`config.mk`:
```
export PLATFORM = sky130hd
export DESIGN_NAME = tick_timer64
export DESIGN_NICKNAME = d
export VERILOG_FILES = /design/src/rtl/tmr_pkg.sv /design/src/rtl/tmr_regfile.sv /design/src/rtl/tmr_down_counter.sv /design/src/rtl/tmr_read_mux.sv /design/src/rtl/tick_timer64.sv
export SDC_FILE = /design/constraint.sdc
export NUM_CORES = 1
export LEC_CHECK = 0
export BUFFER_PORTS_ARGS = -buffer_cell sky130_fd_sc_hd__buf_2
export CORE_MARGIN = 2
export CORE_UTILIZATION = 61
export CTS_CLUSTER_DIAMETER = 80
export DETAILED_ROUTE_END_ITERATION = 10
export PLACE_DENSITY = 0.86
export REMOVE_ABC_BUFFERS = 1
export SYNTH_ARGS = -nofsm -noshare
export SYNTH_HDL_FRONTEND = slang
export SYNTH_SLANG_ARGS = --single-unit
```
`constraint.sdc`:
```
create_clock -name clk -period 3 [get_ports clk]
set_input_delay 0.3 -clock clk [delete_from_list [all_inputs] [get_ports clk]]
set_output_delay 0.3 -clock clk [all_outputs]
set_load 0.03 [all_outputs]
```
`src/rtl/tmr_pkg.sv`:
```
package tmr_pkg;

    typedef enum logic [1:0] {
        ST_IDLE    = 2'd0,
        ST_COUNT   = 2'd1,
        ST_OVERRUN = 2'd2
    } run_state_e;

    // Byte offsets decoded by software drivers
    localparam logic [4:0] OFF_LOAD_LO = 5'h00;
    localparam logic [4:0] OFF_CNT_LO  = 5'h08;
    localparam logic [4:0] OFF_CTRL    = 5'h10;
    localparam logic [4:0] OFF_STAT    = 5'h18;
    localparam int         HALF_STRIDE = 4;

    typedef struct packed {
        logic unmask;     // bit 2
        logic user_mode;  // bit 1
        logic run;        // bit 0
    } ctrl_t;

endpackage

```
`src/rtl/tmr_regfile.sv`:
```
module tmr_regfile
    import tmr_pkg::*;
#(
    parameter int DATA_W     = 32,
    parameter int ADDR_W     = 5,
    parameter int NUM_HALVES = 2
) (
    input  logic                         clk,
    input  logic                         rst_n,
    input  logic                         wr_en,
    input  logic [ADDR_W-1:0]            addr,
    input  logic [DATA_W-1:0]            wdata,
    input  logic                         expire,
    output logic [NUM_HALVES*DATA_W-1:0] load_val,
    output ctrl_t                        ctrl,
    output logic                         stat_flag
);

    localparam int CTRL_W = $bits(ctrl_t);

    logic [DATA_W-1:0] load_q [NUM_HALVES];

    generate
        for (genvar h = 0; h < NUM_HALVES; h++) begin : g_load
            always_ff @(posedge clk or negedge rst_n) begin
                if (!rst_n) begin
                    load_q[h] <= '0;
                end else if (wr_en && addr == ADDR_W'(OFF_LOAD_LO + HALF_STRIDE*h)) begin
                    load_q[h] <= wdata;
                end
            end
            assign load_val[h*DATA_W +: DATA_W] = load_q[h];
        end
    endgenerate

    always_ff @(posedge clk or negedge rst_n) begin
        if (!rst_n) begin
            ctrl <= '0;
        end else if (wr_en && addr == ADDR_W'(OFF_CTRL)) begin
            ctrl <= ctrl_t'(wdata[CTRL_W-1:0]);
        end
    end

    // Expiry wins over a clear in the same cycle
    always_ff @(posedge clk or negedge rst_n) begin
        if (!rst_n) begin
            stat_flag <= 1'b0;
        end else if (expire) begin
            stat_flag <= 1'b1;
        end else if (wr_en && addr == ADDR_W'(OFF_STAT) && wdata[0]) begin
            stat_flag <= 1'b0;
        end
    end

endmodule

```
`src/rtl/tmr_down_counter.sv`:
```
module tmr_down_counter
    import tmr_pkg::*;
#(
    parameter int CNT_W = 64
) (
    input  logic             clk,
    input  logic             rst_n,
    input  logic             run,
    input  logic             user_mode,
    input  logic             tick_en,
    input  logic [CNT_W-1:0] load_val,
    output logic [CNT_W-1:0] cnt,
    output logic             expire,
    output run_state_e       state
);

    run_state_e       state_d;
    logic [CNT_W-1:0] cnt_d;
    logic             at_zero;

    assign at_zero = (cnt == '0);

    // State register
    always_ff @(posedge clk or negedge rst_n) begin
        if (!rst_n) begin
            state <= ST_IDLE;
            cnt   <= '0;
        end else begin
            state <= state_d;
            cnt   <= cnt_d;
        end
    end

    // Next state and outputs
    always_comb begin
        state_d = state;
        cnt_d   = cnt;
        expire  = 1'b0;
        unique case (state)
            ST_IDLE: begin
                if (run) begin
                    cnt_d   = load_val;
                    state_d = ST_COUNT;
                end
            end
            ST_COUNT: begin
                if (!run) begin
                    state_d = ST_IDLE;
                end else if (tick_en) begin
                    if (at_zero) begin
                        expire = 1'b1;
                        if (user_mode) begin
                            cnt_d   = '1;
                            state_d = ST_OVERRUN;
                        end else begin
                            cnt_d = load_val;
                        end
                    end else begin
                        cnt_d = cnt - CNT_W'(1);
                    end
                end
            end
            ST_OVERRUN: begin
                if (!run) begin
                    state_d = ST_IDLE;
                end else if (tick_en) begin
                    cnt_d = cnt - CNT_W'(1);
                end
            end
            default: begin
                state_d = ST_IDLE;
            end
        endcase
    end

endmodule

```
`src/rtl/tmr_read_mux.sv`:
```
module tmr_read_mux
    import tmr_pkg::*;
#(
    parameter int DATA_W     = 32,
    parameter int ADDR_W     = 5,
    parameter int NUM_HALVES = 2
) (
    input  logic [ADDR_W-1:0]            addr,
    input  logic [NUM_HALVES*DATA_W-1:0] load_val,
    input  logic [NUM_HALVES*DATA_W-1:0] cnt,
    input  ctrl_t                        ctrl,
    input  logic                         stat_flag,
    output logic [DATA_W-1:0]            rdata
);

    always_comb begin
        rdata = '0;
        for (int h = 0; h < NUM_HALVES; h++) begin
            if (addr == ADDR_W'(OFF_LOAD_LO + HALF_STRIDE*h)) begin
                rdata = load_val[h*DATA_W +: DATA_W];
            end
            if (addr == ADDR_W'(OFF_CNT_LO + HALF_STRIDE*h)) begin
                rdata = cnt[h*DATA_W +: DATA_W];
            end
        end
        if (addr == ADDR_W'(OFF_CTRL)) begin
            rdata = DATA_W'(ctrl);
        end
        if (addr == ADDR_W'(OFF_STAT)) begin
            rdata = DATA_W'(stat_flag);
        end
    end

endmodule

```
`src/rtl/tick_timer64.sv`:
```
module tick_timer64
    import tmr_pkg::*;
#(
    parameter int DATA_W     = 32,
    parameter int ADDR_W     = 5,
    parameter int NUM_HALVES = 2
) (
    input  logic              clk,
    input  logic              rst_n,
    input  logic              psel,
    input  logic              penable,
    input  logic              pwrite,
    input  logic [ADDR_W-1:0] paddr,
    input  logic [DATA_W-1:0] pwdata,
    output logic [DATA_W-1:0] prdata,
    input  logic              tick_en,
    output logic              irq
);

    localparam int CNT_W = NUM_HALVES * DATA_W;

    logic             wr_en;
    logic [CNT_W-1:0] load_val;
    logic [CNT_W-1:0] cnt_val;
    ctrl_t            ctrl_q;
    logic             stat_flag;
    logic             expire;
    run_state_e       run_state;
    logic             ctrl_run;
    logic             ctrl_mode;
    logic             ctrl_unmask;

    assign wr_en       = psel & penable & pwrite;
    assign ctrl_run    = ctrl_q.run;
    assign ctrl_mode   = ctrl_q.user_mode;
    assign ctrl_unmask = ctrl_q.unmask;

    tmr_regfile #(
        .DATA_W(DATA_W), .ADDR_W(ADDR_W), .NUM_HALVES(NUM_HALVES)
    ) u_regs (
        .clk(clk), .rst_n(rst_n), .wr_en(wr_en), .addr(paddr), .wdata(pwdata),
        .expire(expire), .load_val(load_val), .ctrl(ctrl_q), .stat_flag(stat_flag)
    );

    tmr_down_counter #(
        .CNT_W(CNT_W)
    ) u_cnt (
        .clk(clk), .rst_n(rst_n), .run(ctrl_run), .user_mode(ctrl_mode),
        .tick_en(tick_en), .load_val(load_val), .cnt(cnt_val), .expire(expire),
        .state(run_state)
    );

    tmr_read_mux #(
        .DATA_W(DATA_W), .ADDR_W(ADDR_W), .NUM_HALVES(NUM_HALVES)
    ) u_rmux (
        .addr(paddr), .load_val(load_val), .cnt(cnt_val), .ctrl(ctrl_q),
        .stat_flag(stat_flag), .rdata(prdata)
    );

    assign irq = stat_flag & ctrl_unmask;

endmodule

```
==> impl_metrics.env <==
export IMPL_critical_path_class="flop to flop"
export IMPL_core_area_um2=13830
export IMPL_cp_start_kind="flop"
export IMPL_worst_setup_path_end_kind="flop"
export IMPL_p_sw_share_pct=41.99
export IMPL_crit_fanout=15
export IMPL_cp_data_arrival_time_ns=3.17
export IMPL_pwr_share_seq_pct=32.1
export IMPL_die_w_um=122.7
export IMPL_cts_max_level=4
export IMPL_nets=1119
export IMPL_p_sw_uw=3906
export IMPL_diodes=0
export IMPL_synth_area_um2=8594
export IMPL_grt_max_degree=73
export IMPL_ys_types=70
export IMPL_wirelength_met1_um=11630
export IMPL_numClockSinks=134
export IMPL_grt_setup_unrepaired="no"
export IMPL_route_antenna_remaining_nets=0
export IMPL_grt_pass1_vias=8617
export IMPL_crit_buf_inv=0
export IMPL_die_area_um2=15060
export IMPL_wl_met3_um=3178
export IMPL_crit_family="simple AND/OR/NAND/NOR gates"
export IMPL_clock_root_buffer="clkbuf_16"
export IMPL_dr_pass1_iters=6
export IMPL_max_freq_ghz=0.3494
export IMPL_hold_viol_final=0
export IMPL_hold_class="input port to flop"
export IMPL_synth_top_area_share_pct=39.02
export IMPL_port_buffer_count=75
export IMPL_grt_pass1_wl_um=46360
export IMPL_syn_inst=970
export IMPL_clk_latency_ns=0.43
export IMPL_synth_area_leaders="dfrtp_1, mux2_2, a221oi_1"
export IMPL_cap_violations=0
export IMPL_tritoncts="built"
export IMPL_grtUsageTotal_pct=40.28
export IMPL_yosysSeqAreaShare_pct=39.02
export IMPL_status="finished, final reports clean"
export IMPL_rows=43
export IMPL_initialDrtViolationCount=1637
export IMPL_synth_edf_count=0
export IMPL_vias=9164
export IMPL_worst_ir_drop_vdd_mv=0.7064
export IMPL_fin_crit_sh_pct=95.40
export IMPL_gp_congestion=1.039
export IMPL_grt_overflow=0
export IMPL_cts_buffer_depth=2
export IMPL_ys_top_cells_by_count="dfrtp_1, nor2_1, o21ai_0"
export IMPL_worstPathCellList="or4_1 > nor3_4 > nand4_4 > nor4_4 > nor3b_1 > o21ai_0 > a22o_1"
export IMPL_fin_worst_skew_ns=0.009574
export IMPL_clock_power_share_pct=24.9
export IMPL_antenna_found_initial=0
export IMPL_ys_flop_type="dfrtp_1"
export IMPL_p_int_uw=5395
export IMPL_synth_async_reset_ratio_pct=100.0
export IMPL_remaining_drc_errors=0
export IMPL_p_comb_share_pct=43.0
export IMPL_drv_slew=0
export IMPL_highest_layer="met4"
export IMPL_cp_slowest_stage_delay_ns=0.62
export IMPL_synth_seq_cells=134
export IMPL_synth_largest_area_cell="dfrtp_1"
export IMPL_setup_viol=0
export IMPL_layout_drive_gt1_share_pct=26.11
export IMPL_cts_buffers_inserted=17
export IMPL_via_per_inst=7.250
export IMPL_io_pins=76
export IMPL_start_util_pct=62.16
export IMPL_tightest_slew_ns=0.7435
export IMPL_cpMaxStageDelayCell="or4_1"
export IMPL_yosysWarnings=0
export IMPL_routedWlPerCell_um=23.54
export IMPL_powerDensity_nw_per_um2=902.5
export IMPL_synth_most_common_cell="dfrtp_1"
export IMPL_post_cts_buffers=0
export IMPL_dp_hpwl_um=19690
export IMPL_p_leak_uw=0.004397
export IMPL_holdWs_ns=0.1148
export IMPL_fp_dieH_um=122.7
export IMPL_area_growth_pct=19.92
export IMPL_final_area_um2=10310
export IMPL_worstPathRequired_ns=3.31
export IMPL_slew_headroom_pct=50.02
export IMPL_wl_met2_um=13680
export IMPL_fin_crit_ns=2.862
export IMPL_wirelength_um=29760
export IMPL_fin_util_pct=74.54
export IMPL_syn_avg_cell_area_um2=8.860
export IMPL_clk_pin_slew_ns=0.06
export IMPL_placed_area_um2=9649
-- logic make-up after synthesis --
logic type / count (synthesis) / share of synthesized area, %
compound gates: 322 / 24.97
simple gates: 315 / 18.93
flops: 134 / 39.02
buf+inv: 98 / 4.571
mux: 70 / 9.142
xor+xnor: 26 / 2.650
fa+ha+maj: 5 / 0.7279
-- sequential cells by signal (all words and copies together) (netlist names) --
name / cells
u_cnt.state: 2
u_regs.load_val: 64
u_cnt.cnt: 64
u_regs.stat_flag: 1
u_regs.ctrl: 3
-- placed cells by master, fill, tap and decap left out, types with 4 or more instances in the layout --
| cell | instances |
|---|---|
| bufinv_16 | 5 |
| a21o_1 | 4 |
| clkbuf_1 | 4 |
| buf_12 | 8 |
| buf_2 | 74 |
| nand2_1 | 58 |
| ha_1 | 5 |
| or3_1 | 17 |
| mux2_2 | 68 |
| buf_4 | 75 |
| o31ai_1 | 7 |
| nor2_1 | 95 |
| o22ai_1 | 33 |
| nor4_2 | 4 |
| and2_1 | 4 |
| o21ai_1 | 4 |
| nor3_1 | 43 |
| a31oi_1 | 22 |
| nand4_1 | 13 |
| xnor2_1 | 11 |
| nand3_1 | 18 |
| o21a_1 | 5 |
| o21ai_0 | 87 |
| a22oi_1 | 5 |
| nor4_1 | 21 |
| dfrtp_1 | 134 |
| inv_1 | 21 |
| or4_1 | 8 |
| and4_1 | 4 |
| nand2b_1 | 4 |
| a221oi_1 | 61 |
| a21oi_1 | 47 |
| o221a_2 | 6 |
| clkbuf_16 | 17 |
| o211ai_1 | 6 |
| xor2_1 | 15 |
-- final cells by class --
cell class / count / area (um2)
Clock buffer: 23 / 467.9
Clock inverter: 9 / 172.7
Fill cell: 1020 / 3521
Inverter: 21 / 78.83
Multi-Input combinational cell: 738 / 4893
Sequential cell: 134 / 3353
Tap cell: 180 / 225.2
Timing Repair Buffer: 159 / 1115
-- per-stage QoR --
| step | std cells | setup TNS [ns] | setup WS, ns | total power (uW) |
|---|---|---|---|---|
| finish | 1264 | 0 | 0.1380 | 9301 |
| global route | 1264 | 0 | 0.01576 | 9697 |
| CTS | 1264 | 0 | 0.1120 | 9133 |
| detailed placement | 1231 | 0 | 0.2039 | 6783 |
| global placement | 1231 | 0 | 0.2545 | 6685 |
| floorplan | 893 | -342.60 | -4.782 | 5165 |
-- what timing repair did --
action / CTS / global route
hold buffers: 1 / 0
hold endpoints to repair: 62 / 0
gates resized for setup: 0 / 2
endpoints found under the setup margin: 0 / 4
-- worst reg2reg max path: cells and delay by family, from the launching register on --
kind,cells,cell delay (ns)
AND/OR/NAND/NOR,5,1.97
flip-flops,1,0.46
AO/OA/AOI/OAI,2,0.31
-- worst paths after layout --
check                                     from                  end  slack [ns]  cells after the start
setup / recovery                  u_cnt.cnt[5]        u_cnt.cnt[63]        0.14                      7
hold reg to reg            u_regs.load_val[46]  u_regs.load_val[46]        0.54                      1
hold / removal                       pwdata[5]   u_regs.load_val[5]        0.11                      2
min in group asynchronous                rst_n  u_regs.load_val[53]        0.44                      2
setup reg to reg                  u_cnt.cnt[5]        u_cnt.cnt[63]        0.14                      7
max in group asynchronous                rst_n        u_cnt.cnt[35]        1.75                      3
-- power groups by stage --
stage | clock [uW] | sequential, uW | combinational, uW
floorplan | 0 | 2850 | 2310
detailed placement | 0 | 2970 | 3810
global route | 2400 | 3050 | 4250
CTS | 2320 | 2950 | 3870
finish | 2320 | 2990 | 4000
global placement | 0 | 2950 | 3730
-- routing by layer --
metal / up-vias / GRT usage (%)
met5: - / 0
met4: 0 / 18.97
met3: 151 / 8.039
met2: 709 / 62.71
met1: 4368 / 54.03
li1: 3936 / -
No activity file was read; power rests on OpenSTA's default activity.
